==> config.mk <==
export PLATFORM = sky130hd
export DESIGN_NAME = i2c_cmd_seq
export DESIGN_NICKNAME = d
export VERILOG_FILES = /design/src/rtl/i2c_seq_pkg.sv /design/src/rtl/i2c_seq_rst_sync.sv /design/src/rtl/i2c_seq_cfg_latch.sv /design/src/rtl/i2c_seq_addr_gen.sv /design/src/rtl/i2c_cmd_seq.sv
export SDC_FILE = /design/constraint.sdc
export NUM_CORES = 1
export LEC_CHECK = 0
export BUFFER_PORTS_ARGS = -buffer_cell sky130_fd_sc_hd__buf_2
export CORE_MARGIN = 2
export CORE_UTILIZATION = 47
export CTS_CLUSTER_SIZE = 24
export DETAILED_ROUTE_END_ITERATION = 16
export GPL_TIMING_DRIVEN = 1
export PLACE_DENSITY = 0.84
export SYNTH_ARGS = -nofsm -noshare
export SYNTH_HDL_FRONTEND = slang
export SYNTH_SLANG_ARGS = --single-unit
==> constraint.sdc <==
create_clock -name clk -period 1.4 [get_ports clk]
set_input_delay 0.14 -clock clk [delete_from_list [all_inputs] [get_ports clk]]
set_output_delay 0.14 -clock clk [all_outputs]
set_load 0.005 [all_outputs]
==> src/rtl/i2c_seq_pkg.sv <==
package i2c_seq_pkg;
  localparam int BYTE_W = 8;
  localparam int TAR_W  = 10;

  typedef enum logic [1:0] {
    OP_START = 2'd0,
    OP_STOP  = 2'd1,
    OP_WRITE = 2'd2,
    OP_READ  = 2'd3
  } bus_op_e;

  typedef enum logic [3:0] {
    ST_IDLE,
    ST_START,
    ST_SBYTE,
    ST_RS,
    ST_HDR,
    ST_LOW,
    ST_RS10,
    ST_HDRR,
    ST_DATA,
    ST_XFER,
    ST_STOP
  } seq_st_e;

  typedef struct packed {
    logic [TAR_W-1:0] tar;
    logic             addr10;
    logic             special;
    logic             sbyte;
  } tgt_cfg_t;
endpackage

==> src/rtl/i2c_seq_rst_sync.sv <==
module i2c_seq_rst_sync #(
  parameter int STAGES = 2
) (
  input  logic clk,
  input  logic rst_n_in,
  output logic rst_n_out
);
  logic [STAGES-1:0] shreg;

  always_ff @(posedge clk or negedge rst_n_in) begin
    if (!rst_n_in) shreg <= '0;
    else           shreg <= {shreg[STAGES-2:0], 1'b1};
  end

  assign rst_n_out = shreg[STAGES-1];
endmodule

==> src/rtl/i2c_seq_cfg_latch.sv <==
module i2c_seq_cfg_latch
  import i2c_seq_pkg::*;
(
  input  logic     clk,
  input  logic     rst_n,
  input  logic     load,
  input  tgt_cfg_t cfg_in,
  output tgt_cfg_t cfg_q
);
  always_ff @(posedge clk or negedge rst_n) begin
    if (!rst_n)    cfg_q <= '0;
    else if (load) cfg_q <= cfg_in;
  end
endmodule

==> src/rtl/i2c_seq_addr_gen.sv <==
module i2c_seq_addr_gen
  import i2c_seq_pkg::*;
(
  input  tgt_cfg_t          cfg,
  input  logic              dir,
  output logic [BYTE_W-1:0] first_byte,
  output logic [BYTE_W-1:0] low_byte,
  output logic [BYTE_W-1:0] hdr_rd,
  output logic              is_gc,
  output logic              ten_bit
);
  localparam logic [4:0] HDR_PFX = 5'b11110;

  always_comb begin
    is_gc    = cfg.special & ~cfg.sbyte;
    ten_bit  = cfg.addr10 & ~is_gc;
    low_byte = cfg.tar[BYTE_W-1:0];
    hdr_rd   = {HDR_PFX, cfg.tar[TAR_W-1:BYTE_W], 1'b1};
    if (is_gc)           first_byte = '0;
    else if (cfg.addr10) first_byte = {HDR_PFX, cfg.tar[TAR_W-1:BYTE_W], 1'b0};
    else                 first_byte = {cfg.tar[BYTE_W-2:0], dir};
  end
endmodule

==> src/rtl/i2c_cmd_seq.sv <==
module i2c_cmd_seq
  import i2c_seq_pkg::*;
(
  input  logic              clk,
  input  logic              rst_n,
  input  logic              cfg_en,
  input  logic [TAR_W-1:0]  cfg_tar,
  input  logic              cfg_addr10,
  input  logic              cfg_special,
  input  logic              cfg_sbyte,
  input  logic              fifo_empty,
  input  logic              fifo_dir,
  input  logic              fifo_stop,
  input  logic [BYTE_W-1:0] fifo_data,
  output logic              fifo_pop,
  output logic              fifo_clear,
  output logic              bit_req,
  output logic [1:0]        bit_op,
  output logic [BYTE_W-1:0] bit_wdata,
  output logic              bit_ack_n,
  input  logic              bit_done,
  input  logic              bit_nack,
  input  logic [BYTE_W-1:0] bit_rdata,
  output logic              rd_valid,
  output logic [BYTE_W-1:0] rd_data,
  output logic              scl_hold,
  output logic              busy,
  output logic              abort
);
  logic rst_n_s;

  i2c_seq_rst_sync #(.STAGES(2)) u_rst (
    .clk      (clk),
    .rst_n_in (rst_n),
    .rst_n_out(rst_n_s)
  );

  seq_st_e           st_q, st_d;
  logic              dir_q, dir_d;
  logic [BYTE_W-1:0] cap_data_q;
  logic              cap_stop_q, cap_dir_q;
  logic              abort_d, rdv_d;
  logic              ld_cfg, clr_pulse;
  tgt_cfg_t          cfg_live, cfg_q;
  logic [BYTE_W-1:0] first_byte, low_byte, hdr_rd;
  logic              is_gc, ten_bit, live_gc;

  assign cfg_live = '{tar: cfg_tar, addr10: cfg_addr10, special: cfg_special, sbyte: cfg_sbyte};
  assign live_gc  = cfg_special & ~cfg_sbyte;

  i2c_seq_cfg_latch u_cfg (
    .clk   (clk),
    .rst_n (rst_n_s),
    .load  (ld_cfg),
    .cfg_in(cfg_live),
    .cfg_q (cfg_q)
  );

  i2c_seq_addr_gen u_addr (
    .cfg       (cfg_q),
    .dir       (dir_q),
    .first_byte(first_byte),
    .low_byte  (low_byte),
    .hdr_rd    (hdr_rd),
    .is_gc     (is_gc),
    .ten_bit   (ten_bit)
  );

  // next-state logic
  always_comb begin
    st_d      = st_q;
    dir_d     = dir_q;
    ld_cfg    = 1'b0;
    fifo_pop  = 1'b0;
    clr_pulse = 1'b0;
    abort_d   = abort;
    rdv_d     = 1'b0;
    unique case (st_q)
      ST_IDLE: begin
        if (cfg_en && !fifo_empty) begin
          st_d    = ST_START;
          ld_cfg  = 1'b1;
          abort_d = 1'b0;
          dir_d   = fifo_dir & ~live_gc;
        end
      end
      ST_START: if (bit_done) st_d = (cfg_q.special && cfg_q.sbyte) ? ST_SBYTE : ST_HDR;
      ST_SBYTE: if (bit_done) st_d = ST_RS;
      ST_RS:    if (bit_done) st_d = ST_HDR;
      ST_HDR: begin
        if (bit_done) begin
          if (bit_nack)     begin st_d = ST_STOP; clr_pulse = 1'b1; abort_d = 1'b1; end
          else if (ten_bit) st_d = ST_LOW;
          else              st_d = ST_DATA;
        end
      end
      ST_LOW: begin
        if (bit_done) begin
          if (bit_nack)   begin st_d = ST_STOP; clr_pulse = 1'b1; abort_d = 1'b1; end
          else if (dir_q) st_d = ST_RS10;
          else            st_d = ST_DATA;
        end
      end
      ST_RS10: if (bit_done) st_d = ST_HDRR;
      ST_HDRR: begin
        if (bit_done) begin
          if (bit_nack) begin st_d = ST_STOP; clr_pulse = 1'b1; abort_d = 1'b1; end
          else          st_d = ST_DATA;
        end
      end
      ST_DATA: begin
        if (!cfg_en) begin
          st_d = ST_STOP;
        end else if (!fifo_empty) begin
          if (!is_gc && (fifo_dir != dir_q)) begin
            dir_d = fifo_dir;
            st_d  = ST_RS;
          end else begin
            fifo_pop = 1'b1;
            st_d     = ST_XFER;
          end
        end
      end
      ST_XFER: begin
        if (bit_done) begin
          rdv_d = cap_dir_q;
          if (!cap_dir_q && bit_nack) begin
            st_d = ST_STOP; clr_pulse = 1'b1; abort_d = 1'b1;
          end else begin
            st_d = cap_stop_q ? ST_STOP : ST_DATA;
          end
        end
      end
      ST_STOP: if (bit_done) st_d = ST_IDLE;
      default: st_d = ST_IDLE;
    endcase
  end

  // registers
  always_ff @(posedge clk or negedge rst_n_s) begin
    if (!rst_n_s) begin
      st_q       <= ST_IDLE;
      dir_q      <= 1'b0;
      abort      <= 1'b0;
      rd_valid   <= 1'b0;
      rd_data    <= '0;
      cap_data_q <= '0;
      cap_stop_q <= 1'b0;
      cap_dir_q  <= 1'b0;
    end else begin
      st_q     <= st_d;
      dir_q    <= dir_d;
      abort    <= abort_d;
      rd_valid <= rdv_d;
      if (rdv_d) rd_data <= bit_rdata;
      if (fifo_pop) begin
        cap_data_q <= fifo_data;
        cap_stop_q <= fifo_stop;
        cap_dir_q  <= fifo_dir & ~is_gc;
      end
    end
  end

  // outputs
  always_comb begin
    bit_req   = 1'b1;
    bit_op    = OP_WRITE;
    bit_wdata = '0;
    unique case (st_q)
      ST_START, ST_RS, ST_RS10: bit_op = OP_START;
      ST_STOP:  bit_op = OP_STOP;
      ST_SBYTE: bit_wdata = 8'h01;
      ST_HDR:   bit_wdata = first_byte;
      ST_LOW:   bit_wdata = low_byte;
      ST_HDRR:  bit_wdata = hdr_rd;
      ST_XFER: begin
        bit_op    = cap_dir_q ? OP_READ : OP_WRITE;
        bit_wdata = cap_dir_q ? '0 : cap_data_q;
      end
      default:  bit_req = 1'b0;
    endcase
  end

  assign bit_ack_n  = (st_q == ST_XFER) & cap_dir_q & cap_stop_q;
  assign scl_hold   = (st_q == ST_DATA) & fifo_empty & cfg_en;
  assign busy       = (st_q != ST_IDLE);
  assign fifo_clear = ~cfg_en | clr_pulse;
endmodule

==> After elaboration in Yosys (flattened, before gate mapping) <==
Cells that the tools add are included.
{ "totals": {"reg_bits": 40, "latchBits": 0, "mem_bits_rw": 0, "romBits": 0, "out_inout_bits": 26, "word_cells": 126, "n_memories": 0} }
{ "op_classes": {"addsub": 0, "multipliers": 0, "div": 0, "magnitude_cmp": 0, "eq_ne": 28, "n_shift": 0, "muxes": 53, "bitwise": 15, "reduce_logical": 17} }
{ "op_table": {"columns": ["operator", "count"], "rows": [
  ["$mux 4", 17],
  ["$pmux 4 s11", 1],
  ["$pmux 8 s5", 1],
  ["$ne 2x2->1 const B", 14],
  ["$mux 8", 3],
  ["$mux 1", 23],
  ["$eq 4x3->1 const B", 4],
  ["$eq 4x4->1 const B", 3],
  ["$reduce_and 11->1", 1],
  ["$and 1x1->1", 9],
  ["$reduce_or 9->1", 1],
  ["$eq 4x2->1 const B", 2],
  ["$mux 2", 3],
  ["$pmux 2 s3", 1],
  ["$reduce_and 6->1", 1],
  ["$reduce_or 3->1", 2],
  ["$not 1->1", 5],
  ["$reduce_and 5->1", 1],
  ["$eq 4x1->1 const B", 1],
  ["$logic_and 1x1->1", 4],
  ["$logic_not 4->1", 1],
  ["$ne 2x1->1 const B", 2],
  ["$pmux 1 s2", 2],
  ["$reduce_bool 4->1", 1],
  ["other kinds (8)", 10]
]} }

==> Longest topological paths before layout <==
{ "depth": {"ltp_word": 8, "mapped_depth": 7, "depth_no_buf": 5} }

==> Cells and area by module <==
From an unflattened synthesis, not the netlist that was laid out.
{ "hier_totals": {"cells_unflattened": 232, "area_unflattened_um2": 2464.9} }
{ "by_module_without_submodules": {"columns": ["mod", "n_inst", "cells_per_inst", "area_per_inst_um2"], "rows": [
  ["i2c_cmd_seq", 1, 166, 1641.6],
  ["i2c_seq_cfg_latch", 1, 27, 520.5],
  ["i2c_seq_addr_gen", 1, 36, 249.0],
  ["i2c_seq_rst_sync", 1, 3, 53.8]
]} }

==> Worst setup path before layout <==
No wires, ideal clock.
{ "synth_path": {"path_type": "reg2reg", "startpoint": "reg st_q[0]", "endpoint": "reg u_cfg.cfg_q[10] (netlist name)", "setup_time_ns": 0.125, "arrival_ns": 1.439, "required_ns": 1.275, "slack_ns": -0.164, "path_stages_with_launch": 7, "n_path_buf": 2, "synth_period_minus_slack_ns": 1.564, "path_cell_list": "dfrtp_1 -> buf_6 -> nor3_4 -> nand2b_2 -> nand2b_4 -> buf_6 -> mux2_4"} }
{ "synth_between": {"elab_chain_len": 2} }
{ "synth_lines": {"columns": ["item", "line", "rtl"], "rows": [
  ["from (decl)", "i2c_cmd_seq.sv:38", "seq_st_e st_q, st_d;"],
  ["from (signal assigned)", "i2c_cmd_seq.sv:151", "st_q <= st_d;"],
  ["$logic_not 4->1", "i2c_cmd_seq.sv:78", "unique case (st_q)"],
  ["$mux 1", "i2c_cmd_seq.sv:78", null]
]} }
Every way passes these cells.
A chain may end at the register's enable or synchronous reset.

==> Final worst setup path <==
{ "layout_path": {"startpoint": "reg st_q[1]", "endpoint": "out bit_wdata[4]"} }
{ "layout_between": {"elab_chain_len": 2, "elab_cells_between_ends": 6, "classes_between": "eq/ne (5); mux (1)"} }
{ "layout_lines": {"columns": ["item", "line", "rtl"], "rows": [
  ["$eq 4x4->1 (tied with other cells)", "i2c_cmd_seq.sv:169", "unique case (st_q)"],
  ["$pmux 8 s5 *", "i2c_cmd_seq.sv:169", null],
  ["to (decl)", "i2c_cmd_seq.sv:19", "output logic [BYTE_W-1:0] bit_wdata,"]
]} }
Mark *: on every way between the ends. The rest lies on a longest branch, timed or not.

==> results.md <==
* Fraction of registers with async set/reset at 100.0%
* Global-route wire length before repair at 9.915 mm
* Syn avg cell area at 10.17 um2
* Vias in the first global route at 2118
* I/O pin cnt at 63
* Largest net degree at the start of global routing at 27
* Clk root buf: clkbuf_8
* Drt first pass iters at 4
* Pwr dens at 1869 mW/mm2
* Maximum VDD drop at 0.001120 V
* CTS tree: yes
* Worst Slack Setup Final at -495.3 ps
* Detail Route Antenna Nets at 0
* CP Capture Type: output port
* Area Overhead vs Synth at 52.23%
* Antenna fix cells at 0
* Setup violations, final at 54
* Post-DR wirelength/cell at 16.62 um
* Final worst path period share at 135.4%
* Die Wd at 72.22 um
* DRC viols at 0
* Clk sinks at 40
* CP Data Required Time at 1260 ps
* Syn. warnings at 0
* Layout cells sized above 1 at 58.91%
* GRT Resource Usage Total at 24.90%
* Starting Density at 49.55%
* Core ar. at 0.004414 mm2
* Achievable Freq at 527.6 MHz
* R2R depth at 9
* Status: finished, violations left
* Share of the yosys chip area belonging to registers at 45.77%
* Via count at 2125
* Clock buffer depth at 2
* Leak at 1.723 nW
* Synth Flop Type: dfrtp_1
* Final Hold Violating Endpoints at 0
* Post-synth EDFFs at 0
* Post-DP HPWL at 4.123 mm
* Post-place setup slack at -320.2 ps
* Critical path peak fanout at 6
* Netlist cell types at 47
* H-tree Lvls at 2
* Initial antenna violation count at 0
* Slew Limit Fails at 0
* Clock skew at 6.459 ps
* Hold Crit Class: input pin to register
* Post-layout minimum cycle time at 1895 ps
* Failing checks: setup timing
* Hold path depth at 3
* Worst-path clk slew at 80 ps
* Final WL at 6.367 mm
* Mapped Area at 0.002187 mm2
* Grt ovf at 0
* Crit Path Category: register to output port
* Routability cong. at 0.8920
* Syn Nets at 252
* Skew-Pair Late Insertion Delay at 300 ps
* Initial DRC count at 112
* Vias/cell at 5.548
* Setup repair after global routing missed its margin: true
* Final nets at 368
* Max Cap Violations at 0
* R2R Setup Slk at -390 ps
* Die H at 72.22 um
* #FFs+latches synth at 40
* Row count at 24
* Synth Instances at 215
* CP startpoint kind: register
* Count of input and output buffers at 62
* WHS at 33.07 ps
* Total CTS buffers at 5
* Die area at 0.005215 mm2
* Crit path DAT at 1760 ps
==> synth_stat cells, types with 2 or more instances <==
cell	n	area [um2]
o21ai_0	21	105.1
nand2b_4	2	27.53
a211oi_1	2	15.01
nor2_1	6	22.52
and3_1	3	18.77
nand2_1	43	161.4
a222oi_1	3	30.03
buf_2	3	15.01
nand3_1	5	25.02
nor2b_1	6	37.54
mux2_2	14	157.7
nand2b_1	3	18.77
inv_1	8	30.03
nand3_2	2	20.02
a21oi_1	6	30.03
a21o_1	2	15.01
mux2_4	10	150.1
clkbuf_1	2	7.510
buf_6	4	45.04
dfrtp_1	40	1001
a22oi_1	3	22.52
nor3_4	2	32.53
==> metal layers <==
metal | global-route usage, % | vias up | wire, um
met1 | 31.64 | 1025 | 2565
met2 | 42.41 | 105 | 3253
met3 | 4.444 | 9 | 454
met4 | 9.434 | 0 | 93
li1 | - | 986 | -
met5 | 0 | - | 0
==> cells in the final DEF, fill, tap and decap left out, types with 7 or more instances in the layout <==
cell type  instances
buf_2             61
nand2_1           37
dfrtp_1           37
buf_4             30
buf_6             23
mux2_4            13
mux2_2            11
o21ai_0           10
o21ai_1            8
inv_1              7
==> sequential cells by signal, summed over array words and instances, names as in the netlist, 2 cells and up <==
signal	flops
u_cfg.cfg_q	13
st_q	4
u_rst.shreg	2
rd_data	8
cap_data_q	8
==> stage by stage <==
stage / util (%) / std cells / setup TNS [ps] / cell area [um2] / total power [W]
floorplan: - / 215 / -2225 / 2205 / 0.003472
global placement: 62.24 / 351 / -8111 / 2748 / 0.004374
detailed placement: 62.24 / 351 / -9855 / 2748 / 0.004464
CTS: 71.29 / 378 / -15370 / 3147 / 0.005766
global route: 75.43 / 383 / -20730 / 3329 / 0.006559
finish: 75.43 / 383 / -18300 / 3329 / 0.006221
==> logic make-up after synthesis <==
family | share of synthesized area [%]
and+or+nand+nor | 20.20
AOI/OAI and AO/OA | 14.42
DFF | 45.77
muxes | 14.07
buffers and inverters | 4.977
xor gates and xnor gates | 0.4005
other | 0.1715
==> repair_timing <==
| action | 4_1_cts | 5_1_grt |
|---|---|---|
| gates cloned | 1 | 0 |
| hold buffers | 1 | 0 |
| setup endpoints to repair | 54 | 53 |
| buffers inserted | 18 | 6 |
| pin swaps | 12 | 14 |
| gates resized for setup | 47 | 40 |
| endpoints found under the hold margin | 2 | 0 |
==> final timing paths <==
kind,start,end
worst max-delay path,st_q[1],bit_wdata[4]
worst min-delay path,bit_rdata[1],rd_data[1]
worst max register to register,st_q[2],dir_q
worst min register to register,u_rst.shreg[1],cap_data_q[3]
max in group asynchronous,u_rst.shreg[1],st_q[3]
min in group asynchronous,rst_n,u_rst.shreg[1]
==> report_power, final <==
part / total, W / internal [W] / switching (W)
sequential: 0.00201 / 0.00159 / 0.000414
combinational: 0.00347 / 0.00192 / 0.00154
clock: 0.000747 / 0.000337 / 0.000409
total: 0.00622 / 0.00385 / 0.00237
==> worst max-delay path, cell delays in order, from the launching register on <==
cell and delay (ps):
dfrtp_2 490, and4bb_4 340, nor2b_4 220, buf_6 150, nand2_1 50, nand3_1 80, buf_2 120
==> cell type report <==
class                   count  area, um2
inverters                   9      38.79
clock inverters             2      12.51
multi-input cells         157       1285
fillers                   299       1085
repair buffers            118      854.6
flip-flops and latches     40       1005
clock buffers               5      68.82
well taps                  52      65.06
(Power assumes the default switching activity.)
